[src/rtl/pic_pkg.sv]
package pic_pkg;
  localparam int unsigned NL = 8;
  localparam int unsigned LW = $clog2(NL);

  typedef enum logic [1:0] {ST_RUN, ST_BASE, ST_CASC, ST_MODE} init_step_t;

  // Returns {none, index} of the lowest set bit; none=1 when v is zero.
  function automatic logic [LW:0] first_set(input logic [NL-1:0] v);
    logic [LW:0] r;
    r = {1'b1, {LW{1'b0}}};
    for (int i = NL - 1; i >= 0; i--) begin
      if (v[i]) r = {1'b0, LW'(i)};
    end
    return r;
  endfunction
endpackage

[src/rtl/pic_resolve.sv]
module pic_resolve
  import pic_pkg::*;
(
  input  logic [NL-1:0] irr,
  input  logic [NL-1:0] imr,
  input  logic [NL-1:0] isr,
  output logic          act,
  output logic [LW-1:0] line
);
  logic [LW:0] req_f;
  logic [LW:0] svc_f;

  always_comb begin
    req_f = first_set(irr & ~imr);
    svc_f = first_set(isr);
    // "none" encodes as NL, so an empty in-service set never blocks
    act   = !req_f[LW] && (req_f < svc_f);
    line  = req_f[LW-1:0];
  end
endmodule

[src/rtl/pic_core.sv]
module pic_core
  import pic_pkg::*;
#(
  parameter logic [NL-1:0] TM_ALLOW = 8'hFF,
  parameter logic [NL-1:0] LINE_USE = 8'hFF
) (
  input  logic          clk,
  input  logic          rst_n,
  input  logic [NL-1:0] lines,
  input  logic [NL-1:0] set_mask,
  input  logic [NL-1:0] ext_clr,
  input  logic          cmd_wr,
  input  logic          data_wr,
  input  logic          tm_wr,
  input  logic [7:0]    wdata,
  input  logic          ack_take,
  input  logic          poll_take,
  output logic          win_act,
  output logic [LW-1:0] win_line,
  output logic [NL-1:0] irr_o,
  output logic [NL-1:0] isr_o,
  output logic [NL-1:0] imr_o,
  output logic [NL-1:0] tm_o,
  output logic [7:3]    base_o,
  output logic          rsel_o,
  output logic          poll_o
);
  logic [NL-1:0] irr_q, isr_q, imr_q, tm_q, lvl_q;
  logic [NL-1:0] irr_n, isr_n, imr_n, tm_n, lvl_n;
  logic [7:3]    base_q, base_n;
  init_step_t    step_q, step_n;
  logic          need4_q, need4_n, rsel_q, rsel_n, poll_q, poll_n;
  logic [NL-1:0] use_in, irr_smp;
  logic [LW:0]   eoi_f;

  assign use_in = lines & LINE_USE;

  generate
    for (genvar i = 0; i < NL; i++) begin : g_line
      assign irr_smp[i] = set_mask[i] |
                          (tm_q[i] ? use_in[i] : (irr_q[i] | (use_in[i] & ~lvl_q[i])));
    end
  endgenerate

  pic_resolve u_res (
    .irr  (irr_q),
    .imr  (imr_q),
    .isr  (isr_q),
    .act  (win_act),
    .line (win_line)
  );

  always_comb begin
    irr_n   = irr_smp;
    isr_n   = isr_q;
    imr_n   = imr_q;
    tm_n    = tm_q;
    lvl_n   = use_in;
    base_n  = base_q;
    step_n  = step_q;
    need4_n = need4_q;
    rsel_n  = rsel_q;
    poll_n  = poll_q;
    eoi_f   = first_set(isr_q);

    if (ack_take && win_act) begin
      isr_n[win_line] = 1'b1;
      if (!tm_q[win_line]) irr_n[win_line] = 1'b0;
    end
    if (poll_take) begin
      poll_n = 1'b0;
      if (win_act) begin
        irr_n[win_line] = 1'b0;
        isr_n[win_line] = 1'b0;
      end
    end
    irr_n = irr_n & ~ext_clr;
    isr_n = isr_n & ~ext_clr;

    if (cmd_wr) begin
      if (wdata[4]) begin
        irr_n   = irr_n & tm_q;
        isr_n   = '0;
        imr_n   = '0;
        lvl_n   = '0;
        rsel_n  = 1'b0;
        poll_n  = 1'b0;
        step_n  = ST_BASE;
        need4_n = wdata[0];
      end else if (wdata[3]) begin
        if (wdata[2]) poll_n = 1'b1;
        if (wdata[1]) rsel_n = wdata[0];
      end else begin
        case (wdata[7:5])
          3'd1: if (!eoi_f[LW]) isr_n[eoi_f[LW-1:0]] = 1'b0;
          3'd3: isr_n[wdata[LW-1:0]] = 1'b0;
          default: ;
        endcase
      end
    end

    if (data_wr) begin
      case (step_q)
        ST_RUN:  imr_n = wdata;
        ST_BASE: begin
          base_n = wdata[7:3];
          step_n = ST_CASC;
        end
        ST_CASC: step_n = need4_q ? ST_MODE : ST_RUN;
        default: step_n = ST_RUN;
      endcase
    end

    if (tm_wr) tm_n = wdata & TM_ALLOW;
  end

  always_ff @(posedge clk or negedge rst_n) begin
    if (!rst_n) begin
      irr_q   <= '0;
      isr_q   <= '0;
      imr_q   <= '0;
      tm_q    <= '0;
      lvl_q   <= '0;
      base_q  <= '0;
      step_q  <= ST_RUN;
      need4_q <= 1'b0;
      rsel_q  <= 1'b0;
      poll_q  <= 1'b0;
    end else begin
      irr_q   <= irr_n;
      isr_q   <= isr_n;
      imr_q   <= imr_n;
      tm_q    <= tm_n;
      lvl_q   <= lvl_n;
      base_q  <= base_n;
      step_q  <= step_n;
      need4_q <= need4_n;
      rsel_q  <= rsel_n;
      poll_q  <= poll_n;
    end
  end

  assign irr_o  = irr_q;
  assign isr_o  = isr_q;
  assign imr_o  = imr_q;
  assign tm_o   = tm_q;
  assign base_o = base_q;
  assign rsel_o = rsel_q;
  assign poll_o = poll_q;

  AST_ACK_SETS_ISR: assert property (@(posedge clk) disable iff (!rst_n)
    (ack_take && win_act && !cmd_wr && !poll_take && ext_clr == '0)
      |=> isr_q[$past(win_line)]) else $error("ack did not set in-service");

  AST_POLL_CLEARS: assert property (@(posedge clk) disable iff (!rst_n)
    (poll_take && win_act && !ack_take && !cmd_wr)
      |=> (!isr_q[$past(win_line)] && !irr_q[$past(win_line)])) else $error("poll left line set");
endmodule

[src/rtl/pic_cascade_unit.sv]
module pic_cascade_unit
  import pic_pkg::*;
#(
  parameter int unsigned         ADDR_W     = 12,
  parameter logic [ADDR_W-1:0]   M_PORT     = 'h020,
  parameter logic [ADDR_W-1:0]   S_PORT     = 'h0A0,
  parameter logic [ADDR_W-1:0]   TM_PORT    = 'h4D0,
  parameter int unsigned         CASC       = 2,
  parameter logic [NL-1:0]       M_TM_ALLOW = 8'hF8,
  parameter logic [NL-1:0]       S_TM_ALLOW = 8'hDE
) (
  input  logic              clk,
  input  logic              rst_n,
  input  logic [ADDR_W-1:0] bus_addr,
  input  logic [7:0]        bus_wdata,
  input  logic              bus_wr,
  input  logic              bus_rd,
  output logic [7:0]        bus_rdata,
  input  logic              ack,
  output logic [7:0]        vector,
  input  logic [2*NL-1:0]   irq_in,
  output logic              int_out
);
  localparam logic [NL-1:0] CASC_BIT = NL'(1) << CASC;
  localparam logic [NL-1:0] M_USE    = ~CASC_BIT;

  logic [1:0] rst_pipe;
  logic       rst_core_n;

  always_ff @(posedge clk or negedge rst_n) begin
    if (!rst_n) rst_pipe <= '0;
    else        rst_pipe <= {rst_pipe[0], 1'b1};
  end
  assign rst_core_n = rst_pipe[1];

  logic sel_m, sel_s, sel_tm, odd;
  assign sel_m  = bus_addr[ADDR_W-1:1] == M_PORT[ADDR_W-1:1];
  assign sel_s  = bus_addr[ADDR_W-1:1] == S_PORT[ADDR_W-1:1];
  assign sel_tm = bus_addr[ADDR_W-1:1] == TM_PORT[ADDR_W-1:1];
  assign odd    = bus_addr[0];

  logic          m_act, s_act;
  logic [LW-1:0] m_line, s_line;
  logic [NL-1:0] m_irr, m_isr, m_imr, m_tm, s_irr, s_isr, s_imr, s_tm;
  logic [7:3]    m_base, s_base;
  logic          m_rsel, s_rsel, m_poll, s_poll;
  logic          m_poll_take, s_poll_take, m_ack, s_ack, casc_win;

  assign casc_win    = m_act && (m_line == LW'(CASC));
  assign m_ack       = ack && m_act;
  assign s_ack       = ack && casc_win && s_act;
  assign m_poll_take = bus_rd && sel_m && m_poll;
  assign s_poll_take = bus_rd && sel_s && s_poll;

  pic_core #(.TM_ALLOW(M_TM_ALLOW), .LINE_USE(M_USE)) u_master (
    .clk       (clk),
    .rst_n     (rst_core_n),
    .lines     (irq_in[NL-1:0]),
    .set_mask  (s_act ? CASC_BIT : '0),
    .ext_clr   ((s_poll_take && s_act) ? CASC_BIT : '0),
    .cmd_wr    (bus_wr && sel_m && !odd),
    .data_wr   (bus_wr && sel_m && odd),
    .tm_wr     (bus_wr && sel_tm && !odd),
    .wdata     (bus_wdata),
    .ack_take  (m_ack),
    .poll_take (m_poll_take),
    .win_act   (m_act),
    .win_line  (m_line),
    .irr_o     (m_irr),
    .isr_o     (m_isr),
    .imr_o     (m_imr),
    .tm_o      (m_tm),
    .base_o    (m_base),
    .rsel_o    (m_rsel),
    .poll_o    (m_poll)
  );

  pic_core #(.TM_ALLOW(S_TM_ALLOW), .LINE_USE({NL{1'b1}})) u_slave (
    .clk       (clk),
    .rst_n     (rst_core_n),
    .lines     (irq_in[2*NL-1:NL]),
    .set_mask  ('0),
    .ext_clr   ('0),
    .cmd_wr    (bus_wr && sel_s && !odd),
    .data_wr   (bus_wr && sel_s && odd),
    .tm_wr     (bus_wr && sel_tm && odd),
    .wdata     (bus_wdata),
    .ack_take  (s_ack),
    .poll_take (s_poll_take),
    .win_act   (s_act),
    .win_line  (s_line),
    .irr_o     (s_irr),
    .isr_o     (s_isr),
    .imr_o     (s_imr),
    .tm_o      (s_tm),
    .base_o    (s_base),
    .rsel_o    (s_rsel),
    .poll_o    (s_poll)
  );

  always_comb begin
    if (!m_act)        vector = {m_base, 3'd7};
    else if (casc_win) vector = {s_base, s_act ? s_line : 3'd7};
    else               vector = {m_base, m_line};
  end

  always_comb begin
    bus_rdata = '0;
    if (bus_rd) begin
      if (sel_m) begin
        if (m_poll)   bus_rdata = m_act ? {5'b10000, m_line} : 8'h07;
        else if (odd) bus_rdata = m_imr;
        else          bus_rdata = m_rsel ? m_isr : m_irr;
      end else if (sel_s) begin
        if (s_poll)   bus_rdata = s_act ? {5'b10000, s_line} : 8'h07;
        else if (odd) bus_rdata = s_imr;
        else          bus_rdata = s_rsel ? s_isr : s_irr;
      end else if (sel_tm) begin
        bus_rdata = odd ? s_tm : m_tm;
      end
    end
  end

  assign int_out = m_act;

  AST_SPURIOUS_HOLD: assert property (@(posedge clk) disable iff (!rst_core_n)
    (ack && !m_act && !bus_wr && !bus_rd) |=> ($stable(m_isr) && $stable(s_isr)))
    else $error("spurious ack changed in-service");

  AST_CASCADE_LATCH: assert property (@(posedge clk) disable iff (!rst_core_n)
    (s_act && !ack && !bus_wr && !bus_rd) |=> m_irr[CASC])
    else $error("slave request not latched on master");
endmodule

[config.mk]
export PLATFORM = sky130hd
export DESIGN_NAME = pic_cascade_unit
export DESIGN_NICKNAME = d
export VERILOG_FILES = /design/src/rtl/pic_pkg.sv /design/src/rtl/pic_resolve.sv /design/src/rtl/pic_core.sv /design/src/rtl/pic_cascade_unit.sv
export SDC_FILE = /design/constraint.sdc
export NUM_CORES = 1
export LEC_CHECK = 0
export CAP_MARGIN = 20
export CORE_MARGIN = 2
export CORE_UTILIZATION = 60
export DETAILED_ROUTE_END_ITERATION = 16
export PLACE_DENSITY_LB_ADDON = 0.15
export SKIP_CTS_REPAIR_TIMING = 1
export SYNTH_ARGS = -nofsm -noshare
export SYNTH_HDL_FRONTEND = slang
export SYNTH_SLANG_ARGS = --single-unit
export TNS_END_PERCENT = 10
[constraint.sdc]
create_clock -name clk -period 8 [get_ports clk]
set_input_delay 0.8 -clock clk [delete_from_list [all_inputs] [get_ports clk]]
set_output_delay 0.8 -clock clk [all_outputs]
set_load 0.01 [all_outputs]
Word level (Yosys, flattened, before mapping)
Index checks and enable logic that the tools add are counted.
{"block": "classes", "order_cmp": 12, "eq_ne": 10, "mux": 138, "bitwise_logic": 79, "reduce_logical": 40}
{"cell": "$mux 8", "n": 53}
{"cell": "$and 8x8->8", "n": 16}
{"cell": "$mux 4", "n": 32}
{"cell": "$not 8->8", "n": 7}
{"cell": "$pmux 8 s2", "n": 2}
{"cell": "$mux 1", "n": 31}
{"cell": "$logic_and 1x1->1", "n": 27}
{"cell": "$lt 3x4->1 const B", "n": 5}
{"cell": "$or 1x1->1", "n": 18}
{"cell": "$mux 2", "n": 8}
{"cell": "$or 8x8->8", "n": 2}
{"cell": "$and 1x1->1", "n": 15}
{"cell": "$demux 1 s3", "n": 5}
{"cell": "$ge 3x1->1 const B", "n": 5}
{"cell": "$not 1->1", "n": 15}
{"cell": "$pmux 2 s3", "n": 2}
{"cell": "$eq 11x10->1 const B", "n": 1}
{"cell": "$eq 11x5->1 const B", "n": 1}
{"cell": "$eq 11x7->1 const B", "n": 1}
{"cell": "$mux 3", "n": 3}
{"cell": "$lt 4x4->1", "n": 2}
{"cell": "$not 3->8", "n": 1}
{"cell": "$reduce_and 2->1", "n": 4}
{"cell": "$bmux 1 s3", "n": 2}
{"cell": "9 further kinds", "n": 21}
{"block": "word_totals", "ff_bits": 97, "inputBits": 41, "output_inout_bits": 17, "word_cells": 300}

Depth between registers and ports, before layout
{"block": "depth", "ltp_word": 26, "depth_mapped": 12, "ltp_nobuf": 12}

Cells and area by module
A second synthesis with hierarchy kept.
{"block": "unflattened", "hier_cells": 756, "hier_area_um2": 6606.3}
{"module": "pic_core (u_slave)", "instances": 1, "cells_per_inst": 270, "area_each_um2": 2526.2}
{"module": "pic_core (u_master)", "instances": 1, "cells_per_inst": 257, "area_each_um2": 2398.6}
{"module": "pic_cascade_unit", "instances": 1, "cells_per_inst": 139, "area_each_um2": 1073.5}
{"module": "pic_resolve", "instances": 2, "cells_per_inst": 45, "area_each_um2": 304.0}

Least setup slack after synthesis
OpenSTA, ideal clock, no wires.
{"block": "synth_path", "path_type": "register to output", "start": "register u_master.isr_q[0] (netlist: u_master.isr_o[0])", "end": "output bus_rdata[7]", "t_arrival_ns": 2.819, "required_ns": 7.200, "path_slack_ns": 4.381, "path_stages_with_launch": 10, "path_buffers": 0, "cell_sequence": "dfrtp_1 or4_4 nor3_1 nand2_1 ha_1 nand2_1 a21oi_1 a221oi_2 a21oi_1 a2111oi_2"}
{"block": "synth_between", "elab_chain_len": 7}
{"item": "start: declaration", "line_no": "pic_core.sv:28", "text": "logic [NL-1:0] irr_q, isr_q, imr_q, tm_q, lvl_q;"}
{"item": "start signal: assignment", "line_no": "pic_core.sv:131", "text": "isr_q <= isr_n;"}
{"item": "$mux 4", "line_no": "pic_pkg.sv:12", "text": "if (v[i]) r = {1'b0, LW'(i)};"}
{"item": "$lt 4x4->1", "line_no": "pic_resolve.sv:17", "text": "act = !req_f[LW] && (req_f < svc_f);"}
{"item": "$logic_and 1x1->1", "line_no": "pic_resolve.sv:17"}
{"item": "named net int_out", "line_no": "pic_cascade_unit.sv:22", "text": "output logic int_out"}
{"item": "$mux 8 (2 in a row)", "line_no": "pic_cascade_unit.sv:111", "text": "if (m_poll) bus_rdata = m_act ? {5'b10000, m_line} : 8'h07;"}
{"item": "$mux 8", "line_no": "pic_cascade_unit.sv:110", "text": "if (sel_m) begin"}
{"item": "$mux 8", "line_no": "pic_cascade_unit.sv:109", "text": "if (bus_rd) begin"}
{"item": "end: declaration", "line_no": "pic_cascade_unit.sv:18", "text": "output logic [7:0] bus_rdata,"}
The timed path passes the listed nets, and every way through them passes these cells.

Worst setup path in the final report
{"block": "layout_path", "start": "register u_master.isr_q[3] (netlist: u_master.isr_o[3])", "end": "output bus_rdata[0]"}
{"block": "layout_between", "elab_chain_len": 10}
{"item": "$mux 4 (4 in a row)", "line_no": "pic_pkg.sv:12"}
{"item": "$lt 4x4->1", "line_no": "pic_resolve.sv:17"}
{"item": "$logic_and 1x1->1", "line_no": "pic_resolve.sv:17"}
{"item": "$mux 8 (2 in a row)", "line_no": "pic_cascade_unit.sv:111"}
{"item": "$mux 8", "line_no": "pic_cascade_unit.sv:110"}
{"item": "$mux 8", "line_no": "pic_cascade_unit.sv:109"}
Every way passes these cells.

==> tab_implementation.tex <==
\begin{tabular}{lr}
\hline
Metric & Value \\
\hline
\multicolumn{2}{l}{\textbf{Detailed routing}} \\
\quad Count of vias placed by the detailed router & 5985 \\
\quad Drt via density & 6.69 \\
\quad Residual DRC & 0 \\
\quad Final wirelength & 18800 µm \\
\quad Drt first pass iters & 6 \\
\quad Violation count after the first detailed-routing iteration & 629 \\
\quad Average wire per standard cell & 21.0 µm \\
\quad Antenna Nets Post-Route & 0 \\
\multicolumn{2}{l}{\textbf{Worst setup path}} \\
\quad Worst Setup Path Type & flop to output port \\
\quad Dominant delay contributor by cell family on the critical path & simple AND/OR/NAND/NOR gates \\
\quad Worst-path fanout max & 7 \\
\quad Type of destination of the critical path & output port \\
\quad Crit. path cell count & 11 \\
\quad Crit path buf inv count & 2 \\
\quad Nature of the critical path startpoint & flop \\
\quad Crit path largest cell delay & 0.58 ns \\
\quad Critical-path cell with the highest stage delay & sky130\_fd\_sc\_hd\_\_or4\_4 \\
\quad Data arrival time of the critical path & approximately 4.2 ns \\
\quad Worst r2r path cells & 12 \\
\quad Worst-path cell chain & or4\_4 -> nor3\_1 -> nand2\_1 -> ha\_1 -> a41oi\_1 -> o21ai\_0 -> nor4\_2 -> buf\_4 -> nand3\_1 -> o211a\_1 -> clkdlybuf4s50\_1 \\
\quad CP Data Required Time & 7.20 ns \\
\multicolumn{2}{l}{\textbf{Floorplan}} \\
\quad I/O pin total & 58 \\
\quad Initial Utilization & 62.1\% \\
\quad Floorplan Core Area & 0.00982 mm² \\
\quad Chip Width & 105 µm \\
\quad Die Height & about 100 µm \\
\quad Number of cell rows & 36 \\
\quad Area of the die & 0.0110 mm² \\
\multicolumn{2}{l}{\textbf{Layout}} \\
\quad Fin nets & around 800 \\
\quad Reg area & 0.00241 mm² \\
\quad Multi-input combinational cell area & approximately 0.0035 mm² \\
\quad Layout-stage area growth over the synthesis result & 14.5\% \\
\quad Fillers & 789 \\
\quad Diodes inserted & 0 \\
\quad Share of post-route cells with drive strength above 1 & 9.99\% \\
\quad Non-filler cells in the finished layout & between 800 and 900 \\
\multicolumn{2}{l}{\textbf{Synth}} \\
\quad Post-synthesis register bit count & 96 \\
\quad Distinct cell type count of the synthesized netlist & 74 \\
\quad Library cell with the highest instance count after synthesis & sky130\_fd\_sc\_hd\_\_dfrtp\_1 \\
\quad Most frequently used flop master after synthesis & sky130\_fd\_sc\_hd\_\_dfrtp\_1 \\
\quad Portion of the post-synthesis area used by sequential elements & 39.4\% \\
\quad Synth top area share & 39.4\% \\
\quad Synth top cells by count & 96 x sky130\_fd\_sc\_hd\_\_dfrtp\_1, 95 x sky130\_fd\_sc\_hd\_\_nand2\_1, 73 x sky130\_fd\_sc\_hd\_\_o21ai\_0 \\
\quad Synthesized Nets & around 760 \\
\quad Mean instance size in the synthesized netlist & 8.55 µm² \\
\quad Total standard cell area after synthesis & 0.00610 mm² \\
\quad Most area-hungry cell type in the Yosys netlist & sky130\_fd\_sc\_hd\_\_dfrtp\_1 \\
\quad Number of enable-type register cells in the synthesized netlist & 0 \\
\quad Post-Syn Instances & 713 \\
\quad Syn. warnings & 0 \\
\quad FFs w/ async S/R, synth & 100\% \\
\quad Most area-consuming cells after synthesis & sky130\_fd\_sc\_hd\_\_dfrtp\_1 39\%, sky130\_fd\_sc\_hd\_\_o21ai\_0 6.0\%, sky130\_fd\_sc\_hd\_\_nand2\_1 5.8\%, sky130\_fd\_sc\_hd\_\_mux2\_2 5.4\%, sky130\_fd\_sc\_hd\_\_a21oi\_1 4.8\% \\
\multicolumn{2}{l}{\textbf{Pwr}} \\
\quad Leakage power summed over all cells & between 2 and 3 nW \\
\quad Largest voltage drop on the vdd net & $\sim$0.00014 V \\
\quad Design Power & 1.12 mW \\
\quad Power Density & 160 mW/mm² \\
\multicolumn{2}{l}{\textbf{Job}} \\
\quad Number of violations of the max-capacitance limit & 0 \\
\multicolumn{2}{l}{\textbf{STA}} \\
\quad Final Max Tran Viols & 0 \\
\quad Min setup slack post-route & $\sim$3.0 ns \\
\quad Fmax & 199 MHz \\
\quad Clock period minus final worst setup slack & 5.03 ns \\
\quad Setup-failing EPs final & 0 \\
\quad RSZ-0062 raised after global routing & no \\
\quad Worst slew pin tran & 1.10 ns \\
\quad Share of the cycle needed by the critical path after routing & a little over three fifths \\
\quad Hold violation total from the final report & 0 \\
\quad Hold WS & 0.215 ns \\
\quad Max Clock Skew & 0.0110 ns \\
\quad Fin Setup TNS & 0 ns \\
\quad Max-slew headroom at the worst pin & a little over a quarter \\
\multicolumn{2}{l}{\textbf{Clock tree}} \\
\quad Clock latency at the later pin of the worst-skew pair & 0.38 ns \\
\quad Reg clk slew, reported paths & $\sim$0.11 ns \\
\quad Sinks on the clock net & 96 \\
\quad H-tree depth & 3 \\
\quad Number of buffers created by CTS & 9 \\
\quad Maximum clock path buffer count & 2 \\
\quad Clock tree from TritonCTS & built \\
\quad Clock root buffer & sky130\_fd\_sc\_hd\_\_clkbuf\_8 \\
\multicolumn{2}{l}{\textbf{Placement}} \\
\quad Placed Cells & just under 900 \\
\quad Placer congestion estimate & 1.00 \\
\quad Detailed placer's ending HPWL & between 10000 and 15000 µm \\
\quad Worst slack after detailed placement & 3.52 ns \\
\quad Input/output buffers & 56 \\
\multicolumn{2}{l}{\textbf{Status}} \\
\quad Run status & finished clean \\
\multicolumn{2}{l}{\textbf{GRT}} \\
\quad Remaining Overflow, GRT & 0 \\
\quad All-Layer GR Usage & 34.2\% \\
\quad Vias in the first global route & about 5700 \\
\quad Initial antenna violation count & 0 \\
\quad Wire length of the first global-routing pass & approximately 29000 µm \\
\quad Largest net degree at the start of global routing & 74 \\
\multicolumn{2}{l}{\textbf{Worst hold path}} \\
\quad Class of the tightest hold or removal check & flop to asynchronous set/reset pin \\
\hline
\end{tabular}
-- worst reg2reg max path, stage by stage, from the launching register on --
cell,delay [ns]
sky130_fd_sc_hd__dfrtp_1,0.41
sky130_fd_sc_hd__nor2b_1,0.16
sky130_fd_sc_hd__a21o_1,0.25
sky130_fd_sc_hd__inv_1,0.12
sky130_fd_sc_hd__nand2_1,0.07
sky130_fd_sc_hd__a21oi_1,0.44
sky130_fd_sc_hd__ha_1,0.34
sky130_fd_sc_hd__o21a_1,0.17
sky130_fd_sc_hd__o21ai_0,0.26
sky130_fd_sc_hd__a31oi_1,0.12
sky130_fd_sc_hd__nor3_1,0.91
sky130_fd_sc_hd__a21boi_0,0.23
sky130_fd_sc_hd__o22a_1,0.24
-- metrics by stage --
step	util [%]	area, µm²
after detailed placement	68.9	6760
final	71.1	6980
after floorplan	-	6100
after global placement	68.9	6760
after CTS	71.0	6970
after global routing	71.1	6980
-- path summary, 6_finish.rpt --
path                                   start                 to  slack (ns)
setup / recovery           u_master.isr_o[3]       bus_rdata[0]        2.97
hold / removal                   rst_pipe[1]  u_master.lvl_q[6]        0.21
setup reg to reg            u_slave.irr_o[4]   u_slave.isr_o[7]        4.18
hold reg to reg                  rst_pipe[1]  u_master.lvl_q[6]        0.21
max in group asynchronous        rst_pipe[1]   u_slave.lvl_q[1]        6.54
min in group clk                 rst_pipe[0]        rst_pipe[1]        0.37
-- layer usage --
| layer | GRT usage, % | wire length (µm) |
|---|---|---|
| met3 | 5.36 | 2050 |
| met2 | 52.3 | 8380 |
| met1 | 48.0 | 7690 |
| met4 | 15.5 | 694 |
| met5 | 0 | 0 |
-- sequential cells by signal (all words and copies together) (netlist names) --
signal / count
u_slave.need4_q: 1
u_slave.poll_o: 1
u_master.lvl_q: 7
u_master.irr_o: 8
u_slave.tm_o: 6
u_master.need4_q: 1
u_slave.lvl_q: 8
u_master.base_o: 5
u_slave.irr_o: 8
u_master.poll_o: 1
u_slave.rsel_o: 1
u_slave.base_o: 5
u_slave.step_q: 2
rst_pipe: 2
u_slave.imr_o: 8
u_master.step_q: 2
u_master.rsel_o: 1
u_slave.isr_o: 8
u_master.isr_o: 8
u_master.tm_o: 5
u_master.imr_o: 8
-- cell type report --
cell class	count	area share [%]
timing repair buffer	64	8.95
clock inverter	7	1.15
multi-input combinational	562	50.0
sequential	96	34.5
tap	133	2.38
clock buffer	9	1.77
inverter	23	1.24
-- kinds of logic (layout without fill, tap and decap cells) --
family	Yosys count	in the layout	share of synthesized area [%]
other	1	1	0.0615
muxes	43	43	7.65
AOI/OAI and AO/OA	236	236	25.4
and+or+nand+nor	276	276	22.8
adders and majority gates	6	6	1.21
DFF	96	96	39.4
buffers and inverters	55	103	3.41
-- placed cells by master, fill, tap and decap left out, types with 3 or more instances in the layout --
master | Yosys | layout
sky130_fd_sc_hd__a211oi_1 | 7 | 7
sky130_fd_sc_hd__a211oi_2 | 4 | 4
sky130_fd_sc_hd__a21o_1 | 10 | 10
sky130_fd_sc_hd__a21oi_1 | 59 | 59
sky130_fd_sc_hd__a221oi_1 | 6 | 6
sky130_fd_sc_hd__a22oi_1 | 4 | 4
sky130_fd_sc_hd__a311oi_1 | 4 | 4
sky130_fd_sc_hd__a31oi_1 | 14 | 14
sky130_fd_sc_hd__a32oi_1 | 14 | 14
sky130_fd_sc_hd__a41oi_1 | 3 | 3
sky130_fd_sc_hd__and2_1 | 6 | 6
sky130_fd_sc_hd__and3_1 | 9 | 9
sky130_fd_sc_hd__buf_4 | 0 | 7
sky130_fd_sc_hd__clkbuf_8 | 0 | 9
sky130_fd_sc_hd__clkdlybuf4s50_1 | 0 | 56
sky130_fd_sc_hd__clkinvlp_4 | 0 | 3
sky130_fd_sc_hd__dfrtp_1 | 96 | 95
sky130_fd_sc_hd__ha_1 | 5 | 5
sky130_fd_sc_hd__inv_1 | 22 | 22
sky130_fd_sc_hd__mux2_2 | 29 | 29
sky130_fd_sc_hd__mux2i_1 | 14 | 14
sky130_fd_sc_hd__nand2_1 | 95 | 95
sky130_fd_sc_hd__nand2b_1 | 18 | 18
sky130_fd_sc_hd__nand3_1 | 14 | 14
sky130_fd_sc_hd__nand3b_1 | 8 | 8
sky130_fd_sc_hd__nand4_1 | 5 | 5
sky130_fd_sc_hd__nor2_1 | 50 | 50
sky130_fd_sc_hd__nor2b_1 | 27 | 27
sky130_fd_sc_hd__nor3_1 | 19 | 18
sky130_fd_sc_hd__nor3b_1 | 4 | 4
sky130_fd_sc_hd__o21a_1 | 4 | 4
sky130_fd_sc_hd__o21ai_0 | 73 | 73
sky130_fd_sc_hd__o31ai_1 | 6 | 6
sky130_fd_sc_hd__or3_1 | 4 | 4
-- power breakdown --
group / internal (mW) / leakage, nW / switching (mW) / total [mW]
Sequential: 0.507 / 1.16 / 0.0377 / 0.544
Combinational: 0.0974 / 1.68 / 0.139 / 0.237
Clock: 0.148 / 0.0953 / 0.190 / 0.338
Total: 0.752 / 2.93 / 0.367 / 1.12
Note: power is estimated with default switching activity, not from simulation.
